**src/rtl/spi_rsp_pkg.sv**
```systemverilog
package spi_rsp_pkg;

    localparam int FRAME_W = 48;
    localparam int TOK_W   = 40;

    localparam logic [5:0] IDX_RESET  = 6'd0;
    localparam logic [5:0] IDX_INIT   = 6'd1;
    localparam logic [5:0] IDX_STATUS = 6'd13;
    localparam logic [5:0] IDX_OCR    = 6'd58;
    localparam logic [5:0] IDX_CRCSW  = 6'd59;

    typedef struct packed {
        logic [5:0] idx;
        logic       arg0;
        logic       crc_ok;
    } cmd_t;

    typedef struct packed {
        logic [TOK_W-1:0] bytes;
        logic [2:0]       len;
    } tok_t;

    function automatic logic [6:0] crc7(input logic [39:0] d);
        logic [6:0] c;
        logic       fb;
        c = '0;
        for (int i = 39; i >= 0; i--) begin
            fb = d[i] ^ c[6];
            c  = {c[5:0], 1'b0};
            if (fb) c = c ^ 7'h09;
        end
        return c;
    endfunction

    function automatic logic idx_supported(input logic [5:0] idx);
        case (idx)
            6'd0, 6'd1, 6'd9, 6'd10, 6'd12, 6'd13, 6'd16, 6'd17, 6'd24,
            6'd27, 6'd28, 6'd29, 6'd30, 6'd32, 6'd33, 6'd34, 6'd35,
            6'd36, 6'd37, 6'd38, 6'd42, 6'd58, 6'd59: return 1'b1;
            default: return 1'b0;
        endcase
    endfunction

    function automatic logic [7:0] dresp_byte(input logic [1:0] code);
        logic [2:0] s;
        case (code)
            2'd0:    s = 3'b010;
            2'd1:    s = 3'b101;
            default: s = 3'b110;
        endcase
        return {3'b111, 1'b0, s, 1'b1};
    endfunction

endpackage

```
**src/rtl/spi_cmd_rx.sv**
```systemverilog
module spi_cmd_rx
    import spi_rsp_pkg::*;
(
    input  logic clk,
    input  logic rst,
    input  logic cs_n,
    input  logic di,
    output logic done,
    output cmd_t cmd
);
    localparam int CW = $clog2(FRAME_W);

    logic               capt;
    logic [CW-1:0]      cnt;
    logic [FRAME_W-1:0] sr;
    logic [FRAME_W-1:0] full;

    assign full = {sr[FRAME_W-2:0], di};

    always_ff @(posedge clk) begin
        if (rst || cs_n) begin
            capt <= 1'b0;
            cnt  <= '0;
            done <= 1'b0;
            sr   <= '0;
            if (rst) cmd <= '0;
        end else begin
            done <= 1'b0;
            if (!capt) begin
                if (!di) begin
                    capt <= 1'b1;
                    cnt  <= CW'(1);
                    sr   <= '0;
                end
            end else begin
                sr  <= full;
                cnt <= cnt + CW'(1);
                if (cnt == CW'(1) && !di) begin
                    capt <= 1'b0;
                end else if (cnt == CW'(FRAME_W - 1)) begin
                    capt       <= 1'b0;
                    done       <= 1'b1;
                    cmd.idx    <= full[45:40];
                    cmd.arg0   <= full[8];
                    cmd.crc_ok <= (crc7(full[47:8]) == full[7:1]) && full[0];
                end
            end
        end
    end

    p_pulse_r13: assert property (@(posedge clk) disable iff (rst)
        done |=> !done);
    p_abort_r14: assert property (@(posedge clk) disable iff (rst)
        cs_n |=> !done);

endmodule

```
**src/rtl/spi_tok_tx.sv**
```systemverilog
module spi_tok_tx
    import spi_rsp_pkg::*;
#(
    parameter int FILL_BYTES = 1
) (
    input  logic clk,
    input  logic rst,
    input  logic cs_n,
    input  logic load,
    input  tok_t tok,
    output logic busy,
    output logic do_o
);
    localparam int TXW = 8 * FILL_BYTES + TOK_W;
    localparam int CW  = $clog2(TXW + 1);

    logic [TXW-1:0] sr;
    logic [CW-1:0]  cnt;

    always_ff @(posedge clk) begin
        if (rst) begin
            sr  <= '1;
            cnt <= '0;
        end else if (load) begin
            sr  <= {{(8*FILL_BYTES){1'b1}}, tok.bytes};
            cnt <= CW'(8 * FILL_BYTES) + CW'({tok.len, 3'b000});
        end else if (cnt != '0) begin
            sr  <= {sr[TXW-2:0], 1'b1};
            cnt <= cnt - CW'(1);
        end
    end

    assign busy = (cnt != '0);
    assign do_o = cs_n ? 1'b1 : (busy ? sr[TXW-1] : 1'b1);

    p_count_down_r4: assert property (@(posedge clk) disable iff (rst)
        busy && !load |=> cnt == $past(cnt) - CW'(1));
    p_filler_first_r3: assert property (@(posedge clk) disable iff (rst)
        load |=> busy && sr[TXW-1]);

endmodule

```
**src/rtl/spi_rsp_engine.sv**
```systemverilog
module spi_rsp_engine
    import spi_rsp_pkg::*;
#(
    parameter int          FILL_BYTES = 1,
    parameter logic [31:0] OCR_BASE   = 32'h00FF8000
) (
    input  logic       clk,
    input  logic       rst,
    input  logic       cs_n,
    input  logic       di,
    output logic       do_o,
    input  logic       init_busy,
    input  logic [3:0] ext_err,
    input  logic [7:0] stat_lo,
    input  logic       dresp_req,
    input  logic [1:0] dresp_code,
    input  logic       derr_req,
    input  logic [3:0] derr_bits,
    output logic       cmd_valid,
    output logic [5:0] cmd_idx
);
    logic done;
    cmd_t cmd;
    logic busy;
    logic load;
    tok_t tok;

    logic in_spi, idle, crc_en;
    logic respond, rej_crc, rej_ill, accept, idle_nxt;
    logic [3:0] err_m;
    logic [7:0] r1;

    spi_cmd_rx i_rx (
        .clk(clk), .rst(rst), .cs_n(cs_n), .di(di), .done(done), .cmd(cmd)
    );

    spi_tok_tx #(.FILL_BYTES(FILL_BYTES)) i_tx (
        .clk(clk), .rst(rst), .cs_n(cs_n), .load(load), .tok(tok),
        .busy(busy), .do_o(do_o)
    );

    always_comb begin
        respond  = done && (in_spi || (cmd.idx == IDX_RESET && cmd.crc_ok));
        rej_crc  = in_spi && crc_en && !cmd.crc_ok;
        rej_ill  = in_spi && !rej_crc && !idx_supported(cmd.idx);
        accept   = respond && !rej_crc && !rej_ill;
        idle_nxt = idle;
        if (accept && cmd.idx == IDX_RESET) idle_nxt = 1'b1;
        if (accept && cmd.idx == IDX_INIT)  idle_nxt = init_busy;
        err_m = accept ? ext_err : 4'b0000;
        r1    = {1'b0, err_m[3], err_m[2], err_m[1], rej_crc, rej_ill, err_m[0], idle_nxt};

        tok = '{bytes: {r1, 32'hFFFF_FFFF}, len: 3'd1};
        if (respond) begin
            if (accept && cmd.idx == IDX_STATUS)
                tok = '{bytes: {r1, stat_lo, 24'hFF_FFFF}, len: 3'd2};
            else if (accept && cmd.idx == IDX_OCR)
                tok = '{bytes: {r1, ~idle, OCR_BASE[30:0]}, len: 3'd5};
        end else if (dresp_req) begin
            tok = '{bytes: {dresp_byte(dresp_code), 32'hFFFF_FFFF}, len: 3'd1};
        end else begin
            tok = '{bytes: {4'b0000, derr_bits, 32'hFFFF_FFFF}, len: 3'd1};
        end
        load = respond || (!busy && (dresp_req || derr_req));
    end

    always_ff @(posedge clk) begin
        if (rst) begin
            in_spi <= 1'b0;
            idle   <= 1'b0;
            crc_en <= 1'b0;
        end else if (done) begin
            if (accept && cmd.idx == IDX_RESET) in_spi <= 1'b1;
            idle <= idle_nxt;
            if (accept && cmd.idx == IDX_CRCSW) crc_en <= cmd.arg0;
        end
    end

    assign cmd_valid = accept;
    assign cmd_idx   = cmd.idx;

    p_r1_msb_r4: assert property (@(posedge clk) disable iff (rst)
        respond |-> !tok.bytes[TOK_W-1]);
    p_no_strobe_premode_r2: assert property (@(posedge clk) disable iff (rst)
        cmd_valid |-> (in_spi || cmd_idx == IDX_RESET));
    p_crc_reject_r6: assert property (@(posedge clk) disable iff (rst)
        done && in_spi && crc_en && !cmd.crc_ok |-> !cmd_valid);
    p_mode_sticky_r3: assert property (@(posedge clk) disable iff (rst)
        in_spi |=> in_spi);

endmodule

```
**config.mk**
```make
export PLATFORM = sky130hd
export DESIGN_NAME = spi_rsp_engine
export DESIGN_NICKNAME = d
export VERILOG_FILES = /design/src/rtl/spi_rsp_pkg.sv /design/src/rtl/spi_cmd_rx.sv /design/src/rtl/spi_tok_tx.sv /design/src/rtl/spi_rsp_engine.sv
export SDC_FILE = /design/constraint.sdc
export NUM_CORES = 1
export LEC_CHECK = 0
export BUFFER_PORTS_ARGS = -buffer_cell sky130_fd_sc_hd__buf_2
export CORE_UTILIZATION = 45
export DETAILED_ROUTE_END_ITERATION = 10
export PLACE_DENSITY = 0.65
export SKIP_CTS_REPAIR_TIMING = 1
export SLEW_MARGIN = 20
export SYNTH_ARGS = -nofsm -noshare
export SYNTH_HDL_FRONTEND = slang
export SYNTH_SLANG_ARGS = --single-unit
```
**constraint.sdc**
```tcl
create_clock -name clk -period 3.7 [get_ports clk]
set_clock_uncertainty 0.2 [all_clocks]
set_input_delay 0.74 -clock clk [delete_from_list [all_inputs] [get_ports clk]]
set_output_delay 0.74 -clock clk [all_outputs]
set_load 0.02 [all_outputs]
```
# --- Word level (Yosys, flattened, before mapping) ---
# Memory sizes are Yosys's and may differ from the RTL's. A register that Yosys moved wholly into a read port is not among the register bits.
# Index checks and enable logic that the tools add are counted.
word_totals:
  register_bits: 120
  memories: 1
  in_bits: 25
  mem_bits_ro: 64
  wordCells: 374
mem_list:
  columns: ["memory", "depth", "word_bits", "read_ports", "rd_ports_with_merged_regs", "write_ports", "line_no", "rtl"]
  rows:
  - ["(name not given)", 64, 1, 1, 1, 0, "spi_rsp_pkg.sv:36", "case (idx)"]
op_classes:
  n_reduce_logical: 37
  n_addsub: 3
  eq_ne: 11
  muxes: 229
  bitwise: 80
ops:
  columns: ["operator", "count"]
  rows:
  - ["two-way mux 7 bit", 160]
  - ["two-way mux 4 bit", 41]
  - ["two-way mux 47 bit", 2]
  - ["two-way mux 43 bit", 2]
  - ["two-way mux 40 bit", 2]
  - ["inverter 2 bit", 39]
  - ["two-way mux 35 bit", 2]
  - ["two-way mux 8 bit", 5]
  - ["bitwise XOR 1 bit", 39]
  - ["two-way mux 6 bit", 5]
  - ["equality test 6 bit, second input constant", 3]
  - ["logical AND 1 bit", 16]
  - ["equality test 6 x 1 -> 1 bit, second input constant", 2]
  - ["two-way mux 1 bit", 9]
  - ["equality test 7 bit", 1]
  - ["adder 4 x 6 -> 6 bit, first input constant", 1]
  - ["adder 6 x 1 -> 6 bit, second input constant", 1]
  - ["equality test 6 x 4 -> 1 bit, second input constant", 1]
  - ["zero test 1 bit", 6]
  - ["zero test 6 bit", 1]
  - ["case mux 3 bit (2 select lines)", 1]
  - ["nonzero test 2 bit", 3]
  - ["nonzero test 6 bit", 1]
  - ["subtractor 6 x 1 -> 6 bit, second input constant", 1]
  - ["other kinds (10)", 16]

# --- Longest topological paths before layout ---
# Gate-level depths: netlist of the first run.
depth:
  word_depth: 246
  depth_mapped: 12
  mapped_depth_nobuf: 11

# --- By module ---
# From an unflattened synthesis of the first run, not the netlist that was laid out.
hier_totals:
  cells_unflattened: 636
  hier_area_um2: 5962.0
modules_own_cells:
  columns: ["mod", "area_per_inst_um2", "n_inst", "cells_per_inst"]
  rows:
  - ["spi_cmd_rx", 2951.6, 1, 247]
  - ["spi_tok_tx", 2362.3, 1, 295]
  - ["spi_rsp_engine", 648.1, 1, 94]

# --- Worst setup path after synthesis of the first run ---
# OpenSTA, ideal clock, no wires.
synth_path:
  path_kind: "reg-to-reg"
  from: "reg i_rx.sr[43]"
  to: "reg, netlist name i_rx.cmd[0]"
  path_stages_with_launch: 9
  path_buffers: 0
  setup_time_ns: 0.158
  setup_slack_ns: 0.508
  arrival_ns: 2.833
  cell_sequence: "dfxtp_1 -> xnor2_1 -> xnor3_2 -> xnor3_2 -> xnor2_2 -> xor3_2 -> xnor2_1 -> or4_4 -> a211oi_2"
synth_via:
  elab_chain_cells: 187
synth_lines:
  columns: ["item", "line_no", "rtl"]
  rows:
  - ["start: declaration", "spi_cmd_rx.sv:15", "logic [FRAME_W-1:0] sr;"]
  - ["start signal: assignment", "spi_cmd_rx.sv:36", "sr <= full;"]
  - ["bitwise XOR 1 bit (*)", "spi_rsp_pkg.sv:28", "fb = d[i] ^ c[6];"]
  - ["two-way mux 4 bit (*)", "spi_rsp_pkg.sv:30", "if (fb) c = c ^ 7'h09;"]
  - ["two-way mux 7 bit (*)", "spi_cmd_rx.sv:40", "end else if (cnt == CW'(FRAME_W - 1)) begin"]
  - ["two-way mux 7 bit (*)", "spi_cmd_rx.sv:38", "if (cnt == CW'(1) && !di) begin"]
  - ["two-way mux 7 bit (*)", "spi_cmd_rx.sv:29", "if (!capt) begin"]
  - ["two-way mux 7 bit (*)", "spi_cmd_rx.sv:21", "if (rst || cs_n) begin"]
  - ["two-way mux 4 bit", "spi_rsp_pkg.sv:30", null]
  - ["two-way mux 7 bit (*)", "spi_cmd_rx.sv:40", null]
  - ["(+171 left out)", null, null]
  - ["two-way mux 7 bit (*)", "spi_cmd_rx.sv:29", null]
  - ["two-way mux 7 bit (*)", "spi_cmd_rx.sv:21", null]
  - ["equality test 7 bit (*)", "spi_cmd_rx.sv:45", "cmd.crc_ok <= (crc7(full[47:8]) == full[7:1]) && full[0];"]
  - ["logical AND 1 bit (*)", "spi_cmd_rx.sv:45", null]
  - ["two-way mux 8 bit (*)", "spi_cmd_rx.sv:40", null]
  - ["two-way mux 8 bit (*)", "spi_cmd_rx.sv:38", null]
  - ["two-way mux 8 bit (*)", "spi_cmd_rx.sv:29", null]
  - ["two-way mux 8 bit (*)", "spi_cmd_rx.sv:21", null]
# Every way passes the cells marked *; elsewhere a longest branch is shown, timed or not. The select of a mux whose other input is x is not followed.
# A chain may end at the register's enable or synchronous reset.

# --- Worst setup path after layout of the first run ---
layout_path:
  from: "reg i_rx.sr[43]"
  to: "reg, netlist name i_rx.cmd[0]"
layout_via:
  elab_chain_cells: 187
layout_lines:
  columns: ["item", "line_no"]
  rows:
  - ["bitwise XOR 1 bit (*)", "spi_rsp_pkg.sv:28"]
  - ["two-way mux 4 bit (*)", "spi_rsp_pkg.sv:30"]
  - ["two-way mux 7 bit (*)", "spi_cmd_rx.sv:40"]
  - ["two-way mux 7 bit (*)", "spi_cmd_rx.sv:38"]
  - ["two-way mux 7 bit (*)", "spi_cmd_rx.sv:29"]
  - ["two-way mux 7 bit (*)", "spi_cmd_rx.sv:21"]
  - ["two-way mux 4 bit", "spi_rsp_pkg.sv:30"]
  - ["two-way mux 7 bit (*)", "spi_cmd_rx.sv:40"]
  - ["(+171 left out)", null]
  - ["two-way mux 7 bit (*)", "spi_cmd_rx.sv:29"]
  - ["two-way mux 7 bit (*)", "spi_cmd_rx.sv:21"]
  - ["equality test 7 bit (*)", "spi_cmd_rx.sv:45"]
  - ["logical AND 1 bit (*)", "spi_cmd_rx.sv:45"]
  - ["two-way mux 8 bit (*)", "spi_cmd_rx.sv:40"]
  - ["two-way mux 8 bit (*)", "spi_cmd_rx.sv:38"]
  - ["two-way mux 8 bit (*)", "spi_cmd_rx.sv:29"]
  - ["two-way mux 8 bit (*)", "spi_cmd_rx.sv:21"]
# Marks and branches as above.

==> results of run 1 <==
area by class of cell:
type | instances | area [um2]
flip-flops and latches | 121 | 2500
fillers | 1114 | 5590
clock inverters | 11 | 105
well taps | 168 | 210
repair buffers | 44 | 250
clock buffers | 21 | 503
multi-input cells | 430 | 2980
inverters | 20 | 75.1
power breakdown:
part / internal, uW / switching, uW / leakage, uW
Sequential: 1580 / 141 / 0.00100
Combinational: 589 / 969 / 0.00152
Clock: 1050 / 614 / 0.000297
Total: 3220 / 1720 / 0.00282
cells by family (layout without fill, tap and decap cells):
logic type | count (synthesis) | after routing | share of synthesized area
flip-flops | 121 | 121 | 0.438
multiplexers | 6 | 6 | 0.0112
XOR/XNOR | 73 | 73 | 0.162
adder cells (fa/ha/maj) | 5 | 5 | 0.0110
buffers and inverters | 59 | 96 | 0.0441
AND/OR/NAND/NOR | 179 | 179 | 0.144
AO/OA/AOI/OAI | 167 | 167 | 0.189
state kept, by name, indices dropped and copies added (netlist names), named ones only:
name       cells
crc_en         1
i_rx.capt      1
i_rx.cmd       8
i_rx.cnt       6
i_rx.done      1
i_rx.sr       47
i_tx.cnt       6
i_tx.sr       48
idle           1
in_spi         1
routing by layer:
layer  part of all wire  up-vias  global-route usage  wire (um)
li1                   -     2195                   -          -
met1               0.47     2136               0.263       5820
met2               0.49       60               0.347       6150
met3              0.032        7              0.0482        396
met4             0.0076        0              0.0684         95
met5                  0        -                   0          0
metrics by stage:
stage | cells | hold WS, ns
finish | 815 | 0.264
detailed placement | 783 | 0.253
floorplan | 610 | 0.234
CTS | 815 | 0.267
global route | 815 | 0.278
global placement | 783 | 0.246
worst max-delay path, stage by stage, from the launching register on:
cell	delay, ns
dfxtp_1	0.36
xnor2_1	0.30
xnor3_2	0.44
xnor3_2	0.43
xnor2_2	0.21
xor3_2	0.40
xnor2_1	0.15
or4_4	0.53
a211oi_2	0.21
how the worst max path moves through the flow:
stage,cells past startpoint,startpoint,slack [ns],to
2_1_floorplan,8,i_rx.sr[43],0.51,i_rx.cmd[0]
3_3_place_gp,8,i_rx.sr[43],0.43,i_rx.cmd[0]
3_5_place_dp,8,i_rx.sr[43],0.31,i_rx.cmd[0]
4_1_cts,8,i_rx.sr[43],0.29,i_rx.cmd[0]
5_1_grt,8,i_rx.sr[43],0.15,i_rx.cmd[0]
6_report,8,i_rx.sr[43],0.31,i_rx.cmd[0]
cells in the mapped netlist (3+ instances only):
cell type / n
o21ai_1: 28
o211ai_1: 5
a21o_1: 3
and2_1: 4
xor2_1: 19
inv_1: 19
nand3b_1: 3
nand2_1: 67
a21oi_1: 57
mux2_2: 3
ha_1: 5
nor2b_1: 3
mux2i_1: 3
xnor3_1: 7
o21ai_0: 11
nand3_1: 29
a22o_1: 41
clkbuf_1: 32
nor2_1: 39
nor3_1: 12
dfxtp_1: 113
nand2b_1: 3
xnor2_1: 34
nor3b_1: 3
or3_1: 6
xnor3_2: 8
buf_4: 6
o21a_1: 3
edfxtp_1: 8
==> flow_summary.yaml, run 1 <==
worst_setup_path:
  rr_endpoint: "i_rx.cmd[0]"
  required_ns: 3.74
  r2r_slack_ns: 0.31
  cp.arrival_ns: 3.44
  rr_worst_depth: 8
  critPathKind: "flop to flop"
  critical_path.startpoint_type: "flop"
  end_kind: "flop"
  worst-path-max-fanout: 5
  timing.rr.start: "i_rx.sr[43]"
synthesis:
  ys_warn_count: 0
  netlist_instances: 610
  synth_area_leaders: "dfxtp_1 (40%), a22o_1 (6.3%), xnor2_1 (5.2%)"
  avgSynthCellArea_um2: 9.36
  yosysTopAreaCell: "dfxtp_1"
  syn-cell-area_um2: 5710
  synth_top_area_share: 0.396
  ys_types: 54
  synth_nets: 640
  ys_seq_area_frac: 0.438
  synth-seq-cells: 121
  synth-edff-count: 8
  synthArstFlopShare: 0
  synth_flop_cell: "dfxtp_1"
outcome:
  outcome: "finished, final reports clean"
sta:
  timing.fmax_ghz: 0.295
  hold_viol: 0
  setup_slack_ns: 0.307
  rsz0062_at_grt: "no"
  report.final.slew_viol_count: 0
  worst_pin_slew_ns: 0.709
  setup-tns-final_ns: 0
  relSlewSlack: 0.527
  finalCritPeriodShare: 0.917
  period_minus_slack_ns: 3.39
  setup_viol: 0
place:
  port_buffers: 32
  placed_area_um2: 6020
  post-dp-hpwl_um: 8410
  routabilityCongestion: 0.823
  place_ws_ns: 0.307
routing:
  totalWireLength_um: 12500
  post_drt_via_cell_ratio: 5.40
  drcViolationCount: 0
  drt_iter0_drc: 354
  first_pass_iters: 5
  routedWlPerCell_um: 15.3
  postRouteAntennaNets: 0
  dr_total_vias: 4398
clock_tree:
  cts.clk_slew.worst_paths_ns: 0.06
  cts_num_sinks: 121
  cts_max_level: 4
  clockRootBuffer: "clkbuf_16"
  worstSkewPairLatency_ns: 0.41
  clock_path_buffers: 2
  cts_buffers: 17
  tritoncts: "done"
global_routing:
  grt_pass1_wl_um: 21000
  first_global_vias: 4229
  grt.overflow.total: 0
  grt_start_max_net_pins: 49
  grt_usage: 0.207
  antenna_found_initial: 0
worst_hold_path:
  worstHoldPathCells: 2
  hold_class: "flop to flop"
  min_to: "i_tx.sr[16]"
  hold_start: "i_tx.sr[15]"
final_layout:
  drive_gt1_frac: 0.156
  mostFrequentLayoutCell: "dfxtp_1"
  design_area_um2: 6630
  area_delta_synth_final_pct: 16.1
  most-common-layout-cells: "dfxtp_1 (113), nand2_1 (67), a21oi_1 (57), a22o_1 (41), nor2_1 (38)"
  diodes: 0
  utilization: 0.543
  fin_nets: 664
floorplan:
  core_um2: 12200
  dieArea_um2: 13100
  ioPinCount: 33
  die_w_um: 115
  die_y_um: 115
  start_util: 0.467
  rows: 40
power:
  cellPowerDensity_nw_per_um2: 746
  power_uw: 4940
  power.static_leakage_uw: 0.00282
  max-vdd-ir-drop_v: 0.000376
run:
  cap_violations: 0
(Power assumes the default switching activity.)
==> inputs of run 2 (changes only) <==
- clock period: 3.7 -> 4.3 ns (I/O delays scaled with it)
==> run 2 against run 1 <==
Fmax is 0.40% higher. Sequential cell count stayed put. Clock power is 17% lower. Design area is 0.53% lower. First-iteration DRC count is 12% lower. Hold slack better by 0.0029 ns. Die area stayed put.
==> flow_summary.yaml, run 2 (synthesized netlist as in run 1, its figures left out) <==
outcome:
  outcome: "finished, final reports clean"
worst_setup_path:
  cp.arrival_ns: 3.43
  critPathKind: "flop to flop"
  path_depth: 8
  slowest_delay_ns: 0.53
  end_kind: "flop"
  path_cells: "xnor2_1 > xnor3_2 > xnor3_2 > xnor2_2 > xor3_2 > xnor2_1 > or4_4 > a211oi_2"
  slowest_stage: "or4_4"
  worst-path-buf-inv: 0
  crit_family: "XOR/XNOR gates"
  required_ns: 4.35
  rr_worst_depth: 8
  worst-path-max-fanout: 5
  critical_path.startpoint_type: "flop"
sta:
  hold_viol: 0
  timing.fmax_ghz: 0.296
  setup_viol: 0
  setup_slack_ns: 0.920
  relSlewSlack: 0.335
  report.final.slew_viol_count: 0
  setup-tns-final_ns: 0
  finalCritPeriodShare: 0.786
  rsz0062_at_grt: "no"
  worst_pin_slew_ns: 0.994
  period_minus_slack_ns: 3.38
power:
  pwr-share-clk: 0.329
  seqPwrFrac: 0.354
  comb_power_share: 0.317
  cellPowerDensity_nw_per_um2: 636
  power.static_leakage_uw: 0.00281
  max-vdd-ir-drop_v: 0.000286
  p_int_uw: 2740
  switching_share: 0.345
  switching_power_uw: 1450
final_layout:
  drive_gt1_frac: 0.152
  area_delta_synth_final_pct: 15.5
  regMostFlops: "i_tx.sr"
  mostFrequentLayoutCell: "dfxtp_1"
  stdcell_count: 814
  utilization: 0.540
  fin_nets: 663
  design_area_um2: 6590
  top_regs: "i_tx.sr: 48 flops, i_rx.sr: 47 flops, i_rx.cmd: 8 flops"
  diodes: 0
  largest_register_ffs: 48
  most-common-layout-cells: "dfxtp_1 (113), nand2_1 (67), a21oi_1 (57), a22o_1 (41), nor2_1 (39)"
floorplan:
  start_util: 0.467
  rows: 40
  ioPinCount: 33
  core_um2: 12200
  die_w_um: 115
  die_y_um: 115
  dieArea_um2: 13100
routing:
  totalWireLength_um: 12200
  post_drt_via_cell_ratio: 5.43
  drt_iter0_drc: 313
  first_pass_iters: 5
  dr_total_vias: 4419
  drcViolationCount: 0
  routedWlPerCell_um: 15.0
  postRouteAntennaNets: 0
clock_tree:
  clockRootBuffer: "clkbuf_16"
  worstSkewPairLatency_ns: 0.41
  tritoncts: "done"
  cts_buffers: 17
  cts.clk_slew.worst_paths_ns: 0.06
  clock_path_buffers: 2
  cts_max_level: 4
  cts_num_sinks: 121
place:
  place_ws_ns: 0.907
  routabilityCongestion: 0.845
  port_buffers: 32
  post-dp-hpwl_um: 8270
  place_inst: 782
  placed_area_um2: 6010
global_routing:
  grt_start_max_net_pins: 49
  antenna_found_initial: 0
  grt_pass1_wl_um: 20800
  first_global_vias: 4281
  grt.overflow.total: 0
  grt_usage: 0.203
run:
  cap_violations: 0
worst_hold_path:
  worstHoldPathCells: 1
  hold_class: "flop to flop"
-- run 2: metrics by stage --
stage               total power [uW]  hold WS (ns)
floorplan                       2530         0.234
global placement                2790         0.245
detailed placement              2830         0.251
CTS                             4220         0.265
global route                    4490         0.293
finish                          4190         0.267
-- run 2: layer usage --
layer  routed length [um]  GRT usage  share of wire  up-vias
li1                     -          -              -     2188
met1                 5710      0.262           0.47     2144
met2                 5970      0.328           0.49       80
met3                  436     0.0535          0.036        7
met4                  111     0.0693         0.0091        0
met5                    0          0              0        -
-- run 2: layout make-up --
| cell class | instances | area, um2 |
|---|---|---|
| sequential | 121 | 2500 |
| timing repair buffer | 43 | 243 |
| clock inverter | 10 | 87.6 |
| tap | 168 | 210 |
| multi-input combinational | 430 | 2980 |
| fill | 1138 | 5620 |
| clock buffer | 22 | 495 |
| inverter | 20 | 75.1 |
-- run 2: power by group through the flow --
| stage | clock, uW | combinational (uW) | sequential, uW |
|---|---|---|---|
| after floorplan | 0 | 1060 | 1470 |
| after global placement | 0 | 1290 | 1500 |
| after detailed placement | 0 | 1330 | 1510 |
| after CTS | 1400 | 1340 | 1480 |
| after global routing | 1460 | 1520 | 1510 |
| final | 1380 | 1330 | 1490 |
-- run 2: path summary, 6_finish.rpt --
kind | start | end | slack, ns
max | i_rx.sr[43] | i_rx.cmd[0] | 0.92
min | i_tx.sr[38] | i_tx.sr[38] | 0.27
max reg2reg | i_rx.sr[43] | i_rx.cmd[0] | 0.92
min reg2reg | i_tx.sr[38] | i_tx.sr[38] | 0.27
